### src/rtl/seg_pkg.sv
package seg_pkg;

    localparam int ADDR_W   = 32;
    localparam int IDX_W    = 3;
    localparam int NUM_SEGS = 6;

    typedef enum logic [IDX_W-1:0] {
        SEG_ES = 3'd0,
        SEG_CS = 3'd1,
        SEG_SS = 3'd2,
        SEG_DS = 3'd3,
        SEG_FS = 3'd4,
        SEG_GS = 3'd5
    } seg_e;

    typedef enum logic [1:0] {
        REF_DATA    = 2'd0,
        REF_PUSHPOP = 2'd1,
        REF_FETCH   = 2'd2,
        REF_STKDATA = 2'd3
    } ref_e;

    typedef struct packed {
        logic                    valid;
        seg_e                    seg;
        logic [ADDR_W-1:0]       base;
        logic [ADDR_W-1:0]       linear;
    } addr_res_t;

    // An override code names a real segment only below NUM_SEGS.
    function automatic logic ovr_usable(input logic [IDX_W-1:0] code);
        return code <= IDX_W'(NUM_SEGS - 1);
    endfunction

    // Implicit choice first; overrides only apply to explicit operand references.
    function automatic seg_e pick_seg(input ref_e kind, input logic [IDX_W-1:0] ovr);
        seg_e s;
        unique case (kind)
            REF_FETCH:   s = SEG_CS;
            REF_PUSHPOP: s = SEG_SS;
            REF_STKDATA: s = ovr_usable(ovr) ? seg_e'(ovr) : SEG_SS;
            default:     s = ovr_usable(ovr) ? seg_e'(ovr) : SEG_DS;
        endcase
        return s;
    endfunction

endpackage

### src/rtl/seg_selector.sv
module seg_selector
    import seg_pkg::*;
(
    input  ref_e                 kind,
    input  logic [IDX_W-1:0]     ovr,
    output seg_e                 seg
);

    always_comb begin
        seg = pick_seg(kind, ovr);
    end

    // Fixed-segment kinds must never land outside CS/SS.
    always_comb begin
        if (kind == REF_FETCH)
            assert_sel_fetch_R4: assert (seg == SEG_CS) else $error("fetch not CS");
        if (kind == REF_PUSHPOP)
            assert_sel_push_R3: assert (seg == SEG_SS) else $error("push/pop not SS");
    end

endmodule

### src/rtl/seg_base_file.sv
module seg_base_file
    import seg_pkg::*;
#(
    parameter int AW    = ADDR_W,
    parameter int NSEG  = NUM_SEGS,
    parameter int IW    = IDX_W
) (
    input  logic            clk,
    input  logic            rst,
    input  logic            wr_en,
    input  logic [IW-1:0]   wr_idx,
    input  logic [AW-1:0]   wr_data,
    input  logic [IW-1:0]   rd_idx,
    output logic [AW-1:0]   rd_data
);

    localparam logic [IW-1:0] LAST_IDX = IW'(NSEG - 1);

    logic [AW-1:0] base_q [NSEG];

    always_ff @(posedge clk) begin
        if (rst) begin
            for (int i = 0; i < NSEG; i++) base_q[i] <= '0;
        end else if (wr_en && wr_idx <= LAST_IDX) begin
            base_q[wr_idx] <= wr_data;
        end
    end

    // Read side sees the register contents before any same-cycle write.
    always_comb begin
        rd_data = '0;
        for (int i = 0; i < NSEG; i++) begin
            if (rd_idx == IW'(i)) rd_data = base_q[i];
        end
    end

    assert_wr_take_R9: assert property (@(posedge clk) disable iff (rst)
        (wr_en && wr_idx <= LAST_IDX) |=> base_q[$past(wr_idx)] == $past(wr_data));

    assert_wr_ignore_R9: assert property (@(posedge clk) disable iff (rst)
        !(wr_en && wr_idx <= LAST_IDX) |=> $stable(rd_data) || $changed(rd_idx));

endmodule

### src/rtl/seg_addr_stage.sv
module seg_addr_stage
    import seg_pkg::*;
#(
    parameter int AW = ADDR_W
) (
    input  logic            clk,
    input  logic            rst,
    input  logic            in_valid,
    input  seg_e            in_seg,
    input  logic [AW-1:0]   in_base,
    input  logic [AW-1:0]   in_offset,
    output addr_res_t       res
);

    logic [AW-1:0] sum;

    // Carry out is discarded: addresses wrap at 2^AW.
    always_comb begin
        sum = in_base + in_offset;
    end

    always_ff @(posedge clk) begin
        if (rst) begin
            res <= '{valid: 1'b0, seg: SEG_ES, base: '0, linear: '0};
        end else begin
            res.valid <= in_valid;
            if (in_valid) begin
                res.seg    <= in_seg;
                res.base   <= in_base;
                res.linear <= sum;
            end
        end
    end

    assert_hold_R8: assert property (@(posedge clk) disable iff (rst)
        !in_valid |=> $stable(res.linear) && $stable(res.seg) && $stable(res.base));

endmodule

### src/rtl/seg_linear_unit.sv
module seg_linear_unit
    import seg_pkg::*;
(
    input  logic         clk,
    input  logic         rst,
    input  logic         req_valid,
    input  logic [1:0]   req_kind,
    input  logic [2:0]   req_ovr,
    input  logic [31:0]  req_offset,
    input  logic         wr_en,
    input  logic [2:0]   wr_idx,
    input  logic [31:0]  wr_base,
    output logic         out_valid,
    output logic [2:0]   out_seg,
    output logic [31:0]  out_base,
    output logic [31:0]  out_linear
);

    seg_e          sel_seg;
    logic [31:0]   sel_base;
    addr_res_t     res;

    seg_selector u_sel (
        .kind (ref_e'(req_kind)),
        .ovr  (req_ovr),
        .seg  (sel_seg)
    );

    seg_base_file #(.AW(ADDR_W), .NSEG(NUM_SEGS), .IW(IDX_W)) u_bases (
        .clk     (clk),
        .rst     (rst),
        .wr_en   (wr_en),
        .wr_idx  (wr_idx),
        .wr_data (wr_base),
        .rd_idx  (sel_seg),
        .rd_data (sel_base)
    );

    seg_addr_stage #(.AW(ADDR_W)) u_stage (
        .clk       (clk),
        .rst       (rst),
        .in_valid  (req_valid),
        .in_seg    (sel_seg),
        .in_base   (sel_base),
        .in_offset (req_offset),
        .res       (res)
    );

    assign out_valid  = res.valid;
    assign out_seg    = res.seg;
    assign out_base   = res.base;
    assign out_linear = res.linear;

    assert_strobe_R8: assert property (@(posedge clk) disable iff (rst)
        req_valid |=> out_valid);

    assert_idle_R8: assert property (@(posedge clk) disable iff (rst)
        !req_valid |=> !out_valid);

    assert_fetch_cs_R4: assert property (@(posedge clk) disable iff (rst)
        (req_valid && req_kind == 2'd2) |=> out_seg == 3'd1);

    assert_push_ss_R3: assert property (@(posedge clk) disable iff (rst)
        (req_valid && req_kind == 2'd1) |=> out_seg == 3'd2);

    assert_data_ds_R2: assert property (@(posedge clk) disable iff (rst)
        (req_valid && req_kind == 2'd0 && req_ovr >= 3'd6) |=> out_seg == 3'd3);

    assert_sum_R7: assert property (@(posedge clk) disable iff (rst)
        req_valid |=> out_linear == out_base + $past(req_offset));

endmodule

### config.mk
export PLATFORM = sky130hd
export DESIGN_NAME = seg_linear_unit
export DESIGN_NICKNAME = d
export VERILOG_FILES = /design/src/rtl/seg_pkg.sv /design/src/rtl/seg_selector.sv /design/src/rtl/seg_base_file.sv /design/src/rtl/seg_addr_stage.sv /design/src/rtl/seg_linear_unit.sv
export SDC_FILE = /design/constraint.sdc
export NUM_CORES = 1
export LEC_CHECK = 0
export ABC_AREA = 1
export BUFFER_PORTS_ARGS = -buffer_cell sky130_fd_sc_hd__clkbuf_2
export CAP_MARGIN = 20
export CORE_MARGIN = 3
export CORE_UTILIZATION = 25
export DETAILED_ROUTE_END_ITERATION = 7
export SYNTH_ARGS = -nofsm -noshare
export SYNTH_HDL_FRONTEND = slang
export SYNTH_HIERARCHICAL = 1
export SYNTH_SLANG_ARGS = --single-unit
### constraint.sdc
create_clock -name clk -period 3.1 [get_ports clk]
set_input_delay 0.155 -clock clk [delete_from_list [all_inputs] [get_ports clk]]
set_output_delay 0.155 -clock clk [all_outputs]
set_load 0.005 [all_outputs]
### After elaboration in Yosys (flattened, before gate mapping)

Memory sizes are Yosys's and may differ from the RTL's.
Cells that the tools add are included.

* $add $sub $neg: 1
* equality and inequality tests: 8
* muxes and demuxes: 17
* $lt $le $gt $ge: 2
* reduce and logical (&&, ||, !) cells: 3

Operator list (number)
* two-way mux 32 bit: 7
* adder 32 bit: 1
* OR reduction 32 bit: 1
* two-way mux 3 bit: 3
* one-hot mux 3 bit (3 select lines): 1
* == test 3 x 2 -> 1 bit, second input constant: 2
* == test 3 bit, second input constant: 2
* <= comparator 3 bit, second input constant: 2
* two-way mux 1 bit: 6
* == test 2 bit, second input constant: 2
* == test 3 x 1 -> 1 bit, second input constant: 1
* zero test 3 bit: 1
* == test 2 x 1 -> 1 bit, second input constant: 1
* logical AND 1 bit: 1

* memory bits (writable): 192
* memories: 1
* register bits: 68
* bits of input ports: 76
* logic and storage cells: 36
* output and inout port bits: 68

Memories
* u_bases.base_q: depth 6, bits a word 32, read ports 6, clocked after memory_dff 0, write ports 6, line seg_base_file.sv:19 `logic [AW-1:0] base_q [NSEG];`

### Longest topological paths before layout

* depth in word-level cells: 11
* depth in mapped cells: 25
* mapped depth without buffers: 23

### By module

The synthesis kept the hierarchy.

By module, submodules not included
* seg_base_file: area an instance 8428.1 µm², cells an instance 812, sequential area each 5765.5 µm², instances 1
* seg_addr_stage: area an instance 4767.1 µm², cells an instance 802, sequential area each 1361.3 µm², instances 1
* seg_selector: area an instance 68.8 µm², cells an instance 17, sequential area each 0.0 µm², instances 1

### Worst setup path after synthesis

Ideal clock, no wire load.

* path type: in2reg
* start: input req_ovr[1]
* end: register, netlist name u_stage/res[20]
* library setup time: 0.109 ns
* stages on the path: 22
* buffers on the path: 2
* arrival time: 2.704 ns
* slack: 0.287 ns
* required time: 2.991 ns
* path through: inv_1 nand2_1 nor3_1 inv_1 buf_2 buf_2 nand3_1 nand2_1 nor2_1 nand4_1 ha_1 fa_1 nand3_1 nand3_1 nand3_1 nand3_2 nand3_1 nand2_1 nand2_1 nand3_1 nand2_1 inv_1

* cells in the longest elaborated chain, start to end: 11
* elaborated cells on any way between the ends: 17
* those cells by class: add/sub (1); order compare (1); eq/ne (5); mux (9); reduce/logical (1)

Ends and longest elaborated chain
* from (decl): line seg_linear_unit.sv:8 `input logic [2:0] req_ovr,`
* <= comparator 3 bit *: line seg_pkg.sv:32 `return code <= IDX_W'(NUM_SEGS - 1);`
* two-way mux 3 bit (on tied branches): line seg_pkg.sv:42, seg_pkg.sv:41
* one-hot mux 3 bit (3 select lines) *: line seg_pkg.sv:38 `unique case (kind)`
* via sel_seg[2]: line seg_linear_unit.sv:19 `seg_e sel_seg;`
* zero test 3 bit: line seg_base_file.sv:33 `if (rd_idx == IW'(i)) rd_data = base_q[i];`
* two-way mux 32 bit (5 in series): line seg_base_file.sv:33
* two-way mux 32 bit *: line seg_base_file.sv:33
* via sel_base[0]: line seg_linear_unit.sv:20 `logic [31:0] sel_base;`
* adder 32 bit *: line seg_addr_stage.sv:19 `sum = in_base + in_offset;`

The timed path passes the listed nets; every way through them passes the cells marked *.
A chain may end at the register's enable or synchronous reset.

### Worst setup path in the final report

* start: input req_kind[1]
* end: register, netlist name u_stage/res[14]

* cells in the longest elaborated chain, start to end: 10
* elaborated cells on any way between the ends: 17
* those cells by class: add/sub (1); eq/ne (8); mux (7); reduce/logical (1)

Ends and longest elaborated chain
* from (decl): line seg_linear_unit.sv:7 `input logic [1:0] req_kind,`
* == test 2 bit, or another cell as far along: line seg_pkg.sv:38
* one-hot mux 3 bit (3 select lines) *: line seg_pkg.sv:38
* via sel_seg[2]: line seg_linear_unit.sv:19
* zero test 3 bit: line seg_base_file.sv:33
* two-way mux 32 bit (5 in series): line seg_base_file.sv:33
* two-way mux 32 bit *: line seg_base_file.sv:33
* via sel_base[0]: line seg_linear_unit.sv:20
* adder 32 bit *: line seg_addr_stage.sv:19

Marked as above.

==> results by group <==
Worst setup path
  – R2r startpoint: u_bases/base_q[1][14]
  – Worst setup startpoint: req_kind[1]
  – Arr. time, crit path: 3.25 ns
  – Critical Path Max Stage Delay: 0.39 ns
  – Crit-path most repeated cell: buf_4
  – Worst Path Required: 3.51 ns
  – Worst reg2reg path depth: 15
  – Crit path to: u_stage/res[14]
  – Crit. path cell count: 22
  – Critical Path Fanout Max: 22
  – Worst path cell trace: clkbuf_2, inv_1, nor2_1, nor3_1, buf_4, inv_2, nand3_1, buf_12, buf_4, nor2_1, nor2_1, nand4_1, ha_1, fa_1, buf_4, nand2_1, nand3_2, nand2_1, nand2_2, buf_4, xnor2_1, o21ai_1
  – Setup crit start kind: input port
  – RR Endpoint: u_stage/res[18]
  – CP top delay family: simple AND/OR/NAND/NOR gates
  – CP Buf/Inv Count: 8
  – R2R Setup Slk: 0.54 ns
  – CP Capture Type: flop
  – Crit path max-delay cell type: fa_1
  – Crit path kind: input port to flop

Die
  – Die H: 236.3 um
  – Starting Density: 0.2554
  – Die area: 55,860 um2
  – Site Rows: 83
  – Chip Width: 236.3 um
  – Top-level I/O count: 144
  – Core Area: 51,920 um2

Timing
  – Worst slew margin: 0.4939
  – Skew final: 0.02127 ns
  – Final min period: 2.837 ns
  – Count of final setup violators: 0
  – Fmax: 352.5 MHz
  – Final Hold Vio Count: 0
  – RSZ-0062 raised after global routing: no
  – Worst slew pin tran: 0.7592 ns
  – Fin Setup TNS: 0 ns
  – Tcrit/Tclk final: 0.9151
  – Final setup margin: 0.2631 ns
  – Max-slew violation count: 0

Layout
  – Share of cells above drive strength 1: 0.1887
  – Layout Cells excl Fill: 2,569
  – Layout area overhead: 24.22%
  – Nets: 1,975
  – Area of the multi-input gates: 5039 um2
  – Reg area: 7127 um2
  – Final core utilization: 0.3173
  – Fin area: 16,480 um2
  – Layout fillers: 5,451

CTS
  – CTS tree: done
  – Post-CTS Hold Fix Bufs: 2
  – H-tree depth: 1
  – Buffer count from post-CTS setup fixing: 0
  – Clk_lat worst skew: 0.55 ns
  – Post-CTS Resized: 0
  – Clk buf depth: 3
  – TritonCTS buffer count: 27
  – Clk root buf: clkbuf_16
  – Clock-pin slew on the worst setup and hold paths: 0.06 ns
  – CTS sink cnt: 260

Pwr
  – Net switching power: 0.002770 W
  – Worst vdd ir: 0.0003629 V
  – Comb power frac: 0.235
  – Internal: 0.006704 W
  – Clock power frac: 0.330
  – Sequential power share: 0.435
  – Power Density: 575.0 nW/um2
  – Switch share: 0.2924
  – Leak Pwr: 7.581 nW

Routing
  – Via count of the routed design: 11,430
  – Post-route ant nets: 0
  – Top Layer Used: met5
  – Final wirelength: 41.82 mm
  – Vias per cell: 4.448
  – Met2 Wirelength: 19.05 mm
  – WL met1: 18.90 mm
  – Detailed-route DRC error count: 0
  – DRT Pass-1 Iters: 6
  – Starting DRT DRC Count: 975
  – Routed WL per cell: 16.28 um
  – Routed wl met3: 3.009 mm

Global route
  – GRT Total Usage: 0.1465
  – Gr ovfl total: 0
  – First-pass GRT wire length: 64.77 mm
  – Antenna violations before repair: 6
  – Largest net degree at the start of global routing: 75
  – Vias in the first global route: 11,340

Placement
  – Port bufs: 143
  – Routability cong.: 0.9020
  – Worst slack at placement: -0.3029 ns
  – DP HPWL: 29.52 mm
  – Inst Count DP: 2,516
  – Area after DPL: 15,610 um2

Synth
  – Syn_nets: 1,739
  – Synth warn: 6
  – Biggest area consumer among synthesized cells: edfxtp_1
  – Flops & latches, synth: 260
  – Largest cells by area after synthesis: edfxtp_1, nand2_1, nor2_1, dfxtp_1, inv_1
  – Synth Instances: 1,631
  – Synthesized area: 13,260 um2
  – Syn Area/Cell: 8.132 um2
  – Synth top area share: 0.4347
  – Sequential area share after synthesis: 0.5373
  – Synth cell types: 29

Status
  – Outcome: completed

Min path
  – Hold Crit Class: input port to flop

Run
  – Max_cap viols: 0
==> state kept, by name (all words and copies together), names as in the netlist <==
register and count:
u_bases/base_q 192, u_stage/res 68
==> layer usage <==
metal / global-route usage / vias up
li1: - / 5690
met1: 0.1996 / 5322
met3: 0.02935 / 59
met2: 0.2403 / 348
met4: 0.03244 / 8
met5: 0 / -
==> power by group through the flow <==
stage | clock network, W | logic [W] | registers [W]
6_report | 0.00313 | 0.00223 | 0.00412
5_1_grt | 0.00333 | 0.00249 | 0.00415
4_1_cts | 0.00321 | 0.00224 | 0.00412
3_5_place_dp | 0 | 0.00222 | 0.00419
3_3_place_gp | 0 | 0.00220 | 0.00419
2_1_floorplan | 0 | 0.00121 | 0.00418
==> logic make-up after synthesis <==
group           Yosys count  share of synthesized area
buf+inv                 275                    0.08442
simple gates            963                     0.3038
flops                   260                     0.5373
compound gates           85                    0.03311
xor+xnor                 16                    0.01057
fa+ha+maj                32                    0.03075
==> how the worst min path moves through the flow <==
stage	start	end	cells after the start
after floorplan	req_offset[0]	u_stage/res[0]	3
after global placement	u_stage/res[12]	u_stage/res[12]	2
after detailed placement	u_stage/res[13]	u_stage/res[13]	2
after CTS	wr_base[22]	u_bases/base_q[5][22]	3
after global routing	wr_base[7]	u_bases/base_q[5][7]	3
final	wr_base[7]	u_bases/base_q[5][7]	3
==> cells in the final DEF, fill, tap and decap left out, types with 3 or more instances in the layout <==
master     synthesis  layout
buf_4              0     119
nand4_1           67      67
o21ai_1            7       7
clkbuf_1          23       7
clkinv_1           0       3
ha_1              31      31
nor2_1           381     380
a21oi_1           23      23
nor2_2             8       9
nor2_4             3       3
nand3_2            4       4
xor2_1             7       7
o21bai_1           3       3
nand2_2           17      17
nor3_1             3       3
nand3_1           83      83
nor3_4             0       3
inv_2              6       7
xnor2_1            9       9
edfxtp_1         192     192
inv_1            202     201
clkbuf_2           0     143
o21ai_0           50      50
clkbuf_16          0      27
buf_12             0      10
dfxtp_1           68      68
clkinv_2           0       6
nand2_1          391     391
==> cells in the mapped netlist <==
library cell and instances:
nand2_1 391, nor2_1 381, inv_1 202, edfxtp_1 192, nand3_1 83, dfxtp_1 68, nand4_1 67, o21ai_0 50
buf_2 34, ha_1 31, a21oi_1 23, clkbuf_1 23, nand2_2 17, xnor2_1 9, nor2_2 8, o21ai_1 7
xor2_1 7, buf_6 6, inv_2 6, buf_1 4, nand3_2 4, nor3_2 4, nor2_4 3, nor3_1 3
o21bai_1 3, and2_1 2, a21o_1 1, a21oi_2 1, fa_1 1
==> metrics by stage <==
stage | hold slack (ns) | total power [W]
final | 0.02378 | 0.009474
after floorplan | 0.3960 | 0.005386
after CTS | 0.01318 | 0.009564
after detailed placement | 0.4856 | 0.006419
after global routing | 0.04564 | 0.009973
after global placement | 0.4784 | 0.006387
==> worst min-delay path, delay by kind of cell <==
kind	cells	cell delay [ns]
simple gates	1	0.14
buf+inv	2	0.17
==> final cells by class <==
class,instances,area share
clock buffer,36,0.04427
sequential,260,0.4325
inverter,208,0.04738
clock inverter,13,0.007062
antenna,2,0.0003037
multi-input combinational,1096,0.3058
tap,680,0.05164
timing repair buffer,274,0.1110
(Power assumes the default switching activity.)
